### src/rtl/spi_os_pkg.sv
package spi_os_pkg;

   // Events derived from one sampled level
   typedef struct packed {
      logic level;
      logic rise;
      logic fall;
   } lvl_evt_t;

endpackage

### src/rtl/spi_os_sync.sv
module spi_os_sync #(
   parameter int STAGES  = 2,
   parameter bit RST_VAL = 1'b0
) (
   input  logic clk,
   input  logic rst,
   input  logic d,
   output logic q
);

   generate
      if (STAGES < 1) begin : g_bad_stages
         $error("spi_os_sync: STAGES must be at least 1");
      end
   endgenerate

   logic [STAGES-1:0] chain_q;

   generate
      if (STAGES == 1) begin : g_single
         always_ff @(posedge clk) begin
            if (rst) chain_q <= RST_VAL;
            else     chain_q <= d;
         end
      end else begin : g_multi
         always_ff @(posedge clk) begin
            if (rst) chain_q <= {STAGES{RST_VAL}};
            else     chain_q <= {chain_q[STAGES-2:0], d};
         end
      end
   endgenerate

   assign q = chain_q[STAGES-1];

endmodule

### src/rtl/spi_os_edge.sv
module spi_os_edge
   import spi_os_pkg::*;
(
   input  logic     clk,
   input  logic     rst,
   input  logic     lvl,
   output lvl_evt_t evt
);

   logic prev_q;

   always_ff @(posedge clk) begin
      if (rst) prev_q <= 1'b0;
      else     prev_q <= lvl;
   end

   always_comb begin
      evt.level = lvl;
      evt.rise  = lvl & ~prev_q;
      evt.fall  = ~lvl & prev_q;
   end

   AST_RISE_ONE_CYCLE: assert property (@(posedge clk) disable iff (rst)
      evt.rise |=> !evt.rise);
   AST_FALL_ONE_CYCLE: assert property (@(posedge clk) disable iff (rst)
      evt.fall |=> !evt.fall);
   AST_RISE_FROM_LOW: assert property (@(posedge clk) disable iff (rst)
      (evt.rise && !$past(rst)) |-> !$past(lvl));

endmodule

### src/rtl/spi_os_shifter.sv
module spi_os_shifter #(
   parameter int WORD_W    = 8,
   parameter bit MSB_FIRST = 1'b1
) (
   input  logic              clk,
   input  logic              rst,
   input  logic              active,
   input  logic              rise,
   input  logic              fall,
   input  logic              mosi,
   input  logic [WORD_W-1:0] tx_byte,
   output logic              miso,
   output logic [WORD_W-1:0] rx_byte,
   output logic              rx_valid
);

   localparam int CNT_W     = (WORD_W > 2) ? $clog2(WORD_W) : 1;
   localparam int FIRST_IDX = MSB_FIRST ? WORD_W - 1 : 0;
   localparam logic [CNT_W-1:0] LAST_CNT = CNT_W'(WORD_W - 1);

   generate
      if (WORD_W < 2) begin : g_bad_width
         $error("spi_os_shifter: WORD_W must be at least 2");
      end
   endgenerate

   logic [CNT_W-1:0]  cnt_q;
   logic [WORD_W-1:0] rx_sh_q;
   logic [WORD_W-1:0] tx_sh_q;
   logic [WORD_W-1:0] rx_next;
   logic [WORD_W-1:0] tx_next;

   generate
      if (MSB_FIRST) begin : g_msb
         assign rx_next = {rx_sh_q[WORD_W-2:0], mosi};
         assign tx_next = {tx_sh_q[WORD_W-2:0], 1'b0};
      end else begin : g_lsb
         assign rx_next = {mosi, rx_sh_q[WORD_W-1:1]};
         assign tx_next = {1'b0, tx_sh_q[WORD_W-1:1]};
      end
   endgenerate

   assign miso = tx_sh_q[FIRST_IDX];

   always_ff @(posedge clk) begin
      if (rst) begin
         cnt_q    <= '0;
         rx_sh_q  <= '0;
         tx_sh_q  <= '0;
         rx_byte  <= '0;
         rx_valid <= 1'b0;
      end else begin
         rx_valid <= 1'b0;
         if (!active) begin
            cnt_q   <= '0;
            tx_sh_q <= tx_byte;
         end else begin
            if (rise) begin
               rx_sh_q <= rx_next;
               if (cnt_q == LAST_CNT) begin
                  cnt_q    <= '0;
                  rx_byte  <= rx_next;
                  rx_valid <= 1'b1;
               end else begin
                  cnt_q <= cnt_q + 1'b1;
               end
            end
            if (fall) tx_sh_q <= tx_next;
         end
      end
   end

   AST_STROBE_SINGLE: assert property (@(posedge clk) disable iff (rst)
      rx_valid |=> !rx_valid);
   AST_STROBE_IN_FRAME: assert property (@(posedge clk) disable iff (rst)
      rx_valid |-> $past(active));
   AST_CNT_IDLE_ZERO: assert property (@(posedge clk) disable iff (rst)
      (!$past(rst) && !$past(active)) |-> (cnt_q == '0));
   AST_MISO_HOLD: assert property (@(posedge clk) disable iff (rst)
      (!$past(rst) && $past(active) && !$past(fall)) |-> $stable(miso));
   AST_MISO_IDLE: assert property (@(posedge clk) disable iff (rst)
      (!$past(rst) && !$past(active)) |-> (miso == $past(tx_byte[FIRST_IDX])));

endmodule

### src/rtl/spi_os_target.sv
module spi_os_target
   import spi_os_pkg::*;
#(
   parameter int WORD_W      = 8,
   parameter int SCLK_STAGES = 1,
   parameter int CS_STAGES   = 2,
   parameter bit MSB_FIRST   = 1'b1
) (
   input  logic              clk,
   input  logic              rst,
   input  logic              sclk_in,
   input  logic              mosi_in,
   input  logic              csn_in,
   input  logic [WORD_W-1:0] tx_byte,
   output logic              miso_out,
   output logic [WORD_W-1:0] rx_byte,
   output logic              rx_valid
);

   generate
      if (CS_STAGES < 2) begin : g_bad_cs
         $error("spi_os_target: CS_STAGES must be at least 2");
      end
   endgenerate

   logic     sclk_s;
   logic     csn_s;
   logic     frame_on;
   lvl_evt_t sclk_evt;

   // only reader of the raw serial clock pin
   spi_os_sync #(.STAGES(SCLK_STAGES), .RST_VAL(1'b0)) u_sclk_sync (
      .clk (clk),
      .rst (rst),
      .d   (sclk_in),
      .q   (sclk_s)
   );

   spi_os_sync #(.STAGES(CS_STAGES), .RST_VAL(1'b1)) u_cs_sync (
      .clk (clk),
      .rst (rst),
      .d   (csn_in),
      .q   (csn_s)
   );

   assign frame_on = ~csn_s;

   spi_os_edge u_sclk_edge (
      .clk (clk),
      .rst (rst),
      .lvl (sclk_s),
      .evt (sclk_evt)
   );

   spi_os_shifter #(.WORD_W(WORD_W), .MSB_FIRST(MSB_FIRST)) u_shift (
      .clk      (clk),
      .rst      (rst),
      .active   (frame_on),
      .rise     (sclk_evt.rise),
      .fall     (sclk_evt.fall),
      .mosi     (mosi_in),
      .tx_byte  (tx_byte),
      .miso     (miso_out),
      .rx_byte  (rx_byte),
      .rx_valid (rx_valid)
   );

   AST_NO_EDGE_CLASH: assert property (@(posedge clk) disable iff (rst)
      !(sclk_evt.rise && sclk_evt.fall));

endmodule

### config.mk
export PLATFORM = sky130hd
export DESIGN_NAME = spi_os_target
export DESIGN_NICKNAME = d
export VERILOG_FILES = /design/src/rtl/spi_os_pkg.sv /design/src/rtl/spi_os_sync.sv /design/src/rtl/spi_os_edge.sv /design/src/rtl/spi_os_shifter.sv /design/src/rtl/spi_os_target.sv
export SDC_FILE = /design/constraint.sdc
export NUM_CORES = 1
export LEC_CHECK = 0
export BUFFER_PORTS_ARGS = -buffer_cell sky130_fd_sc_hd__buf_4
export CAP_MARGIN = 25
export CORE_UTILIZATION = 40
export CTS_BUF_LIST = sky130_fd_sc_hd__clkbuf_4 sky130_fd_sc_hd__clkbuf_8
export CTS_CLUSTER_DIAMETER = 150
export DETAILED_ROUTE_END_ITERATION = 10
export GPL_TIMING_DRIVEN = 0
export HOLD_SLACK_MARGIN = 0.06
export PLACE_DENSITY = 0.66
export SLEW_MARGIN = 20
export SYNTH_ARGS = -nofsm -noshare
export SYNTH_HDL_FRONTEND = slang
export SYNTH_SLANG_ARGS = --single-unit
### constraint.sdc
create_clock -name clk -period 1.8 [get_ports clk]
set_input_delay 0.09 -clock clk [delete_from_list [all_inputs] [get_ports clk]]
set_output_delay 0.09 -clock clk [all_outputs]
set_load 0.05 [all_outputs]
==> run_results.csv <==
group,metric,value,unit
sta,timing.final.ws_setup,0.177,ns
min_path,hold_start,"tx_byte[2]",
sta,period_needed,1.62,ns
min_path,whs_path_depth,3,
sta,clock-skew-final,0.00958,ns
critical_path,r2r_setup_slack,0.18,ns
clock_network,cts_made_buffers,5,
critical_path,cp-start-kind,"register",
routing,ant_nets,0,
final_layout,final_nets,181,
min_path,hp-class,"primary input to register",
final_layout,antennaDiodeCount,0,
global_route,overflow,0,
critical_path,arrival,1.90,ns
sta,slew_viol_final,0,
clock_network,clkTransAtPathRegs,0.10,ns
yosys,synth_cell_types,23,
power_and_ir_drop,leakage,0.640,nW
global_route,grt_pass1_vias,914,
global_route,grt_usage,0.161,
global_route,grt_max_degree,11,
place,place_ws,0.297,ns
routing,wl,2330,microns
final_layout,multiInputGateArea,596,sq um
run_status,status,"finished clean",
clock_network,clock_latency,0.33,ns
yosys,syn-instance-count,130,
critical_path,critPathKind,"register to register",
die,die_area,3410,sq um
power_and_ir_drop,ir_worst_vdd,558,uV
yosys,synth-edff-count,0,
yosys,yosys-top-cells-count,"dfxtp_1, nor2_1, nand2_1",
global_route,grt_pass1_wl,4080,microns
clock_network,cts_htree_levels,2,
yosys,ys_async_sr_fraction,0,
clock_network,clock_sinks,31,
yosys,yosysTopAreaCellShare,0.488,
critical_path,endpoint_kind,"register",
yosys,ys_ff_latch,31,
global_route,antenna_found_initial,0,
clock_network,cts_buffer_depth,2,
sta,hold_slack,0.101,ns
sta,rsz0062_at_grt,"no",
sta,relSlewSlack,0.575,
clock_network,cts_tree,"done",
critical_path,worst_ep_required_time,2.08,ns
clock_network,post-cts-setup-buffer-count,0,
min_path,min_to,"u_shift.tx_sh_q[2]",
yosys,dominantRegCellSynth,"dfxtp_1",
power_and_ir_drop,powerDensity,790,nW/um^2
yosys,syn_avg_cell_area,9.78,sq um
yosys,synth-seq-area-share,0.488,
place,gp_congestion,0.730,
final_layout,synthToLayoutAreaGrowth,28.7,%
yosys,yosysMostFrequentCell,"dfxtp_1",
die,io_pins,23,
routing,drc,0,
place,portBuffers,22,
die,start_util,0.420,
yosys,syn_area,1270,sq um
die,coreArea,3030,sq um
final_layout,drive_above_1_share,0.277,
power_and_ir_drop,power,1.29,mW
yosys,ys_top_cells_by_area,"dfxtp_1, mux2i_1, a2111oi_2",
flow_run,maxCapViolCount,0,
critical_path,r2r-start,"u_cs_sync.chain_q[1]",
clock_network,ctsRootBufferMaster,"clkbuf_4",
sta,fmax,616,MHz
sta,tightest_slew,0.638,ns
critical_path,rr_worst_depth,5,
die,rows,20,
final_layout,postLayoutCellArea,1640,sq um
sta,setup_tns,0,ns
sta,setup_violations,0,
die,fp.dieH,58.4,microns
routing,drt_iter0_markers,25,
yosys,yosysTopAreaCell,"dfxtp_1",
critical_path,r2r_end,"u_shift.tx_sh_q[1]",
place,hpwl,1670,microns
final_layout,fill_cells,303,
place,place_area,1490,sq um
routing,vias,988,
final_layout,ff_latch_area,621,sq um
critical_path,cp_max_fo,10,
yosys,ys_warn_count,0,
sta,fin_crit_sh,0.902,
yosys,syn_nets,146,
routing,drt-vias-per-instance,4.70,
die,die_w,58.4,microns
routing,drtPass1Iterations,4,
sta,hold_viol,0,
routing,wl_per_cell,11.1,microns
-- what timing repair did --
item                       4_1_cts  5_1_grt
gates resized for setup          0        6
hold buffers                     6        0
setup endpoints to repair        0        1
hold endpoints to repair         6        0
-- state kept, by name, indices dropped and copies added, names as in the netlist --
signal              count
u_cs_sync.chain_q       2
u_sclk_edge.prev_q      1
u_shift.rx_valid        1
u_shift.tx_sh_q         8
u_shift.cnt_q           3
u_shift.rx_byte         8
u_shift.rx_sh_q         7
u_sclk_sync.q           1
-- cell usage in the layout (no fill, tap or decap), drive strengths merged, types with 2 or more instances in the layout --
cell and n:
nor2b 10, a2111oi 7, nor2 16, ha 3, mux2i 11, or3b 2, dlygate4sd3 6, dfxtp 31
nand2 15, buf 28, a21oi 8, or2 2, nor3b 2, nor3 10, clkbuf 11
-- cell families after synthesis --
family | after synthesis | share of synthesized area
adder cells (fa/ha/maj) | 3 | 0.0295
flip-flops | 31 | 0.488
multiplexers | 11 | 0.0866
AND/OR/NAND/NOR | 60 | 0.242
AO/OA/AOI/OAI | 15 | 0.110
buffers and inverters | 10 | 0.0433
-- metal layers --
metal  vias up  share of wire  GRT usage
met4         0          0.012     0.0782
met5         -              0          0
met2        26           0.47      0.250
met3         4          0.057     0.0659
li1        511              -          -
met1       447           0.46      0.195
-- stage by stage --
step,std cells,util
3_5_place_dp,196,0.493
2_1_floorplan,130,-
3_3_place_gp,196,0.493
5_1_grt,210,0.540
4_1_cts,210,0.536
6_report,210,0.540
-- area by class of cell --
cell class,instances,area share
sequential,31,0.379
multi-input combinational,89,0.364
timing repair buffer,28,0.138
clock buffer,8,0.0443
buffer,9,0.0390
tap,44,0.0336
inverter,1,0.00229
-- critical path: stages (launching register included) --
cell and delay, ns:
dfxtp_1 0.36, buf_6 0.15, buf_6 0.14, nor3_1 0.05, a2111oi_1 0.29, dlygate4sd3_1 0.59
-- how the worst max path moves through the flow --
stage / startpoint / endpoint / slack [ns] / cells after the start
finish: u_cs_sync.chain_q[1] / u_shift.tx_sh_q[1] / 0.18 / 5
global route: u_cs_sync.chain_q[1] / u_shift.tx_sh_q[1] / 0.01 / 5
CTS: u_cs_sync.chain_q[1] / u_shift.tx_sh_q[1] / 0.06 / 5
detailed placement: u_shift.cnt_q[0] / u_shift.rx_byte[2] / 0.30 / 6
global placement: u_shift.cnt_q[0] / u_shift.rx_byte[2] / 0.33 / 6
floorplan: u_shift.cnt_q[0] / u_shift.rx_byte[0] / 0.42 / 6
-- where the power goes --
group | switching, mW | internal (mW)
clock network | 0.224 | 0.245
registers | 0.00991 | 0.702
logic | 0.0523 | 0.0596
Power figures use the tool's default switching activity.
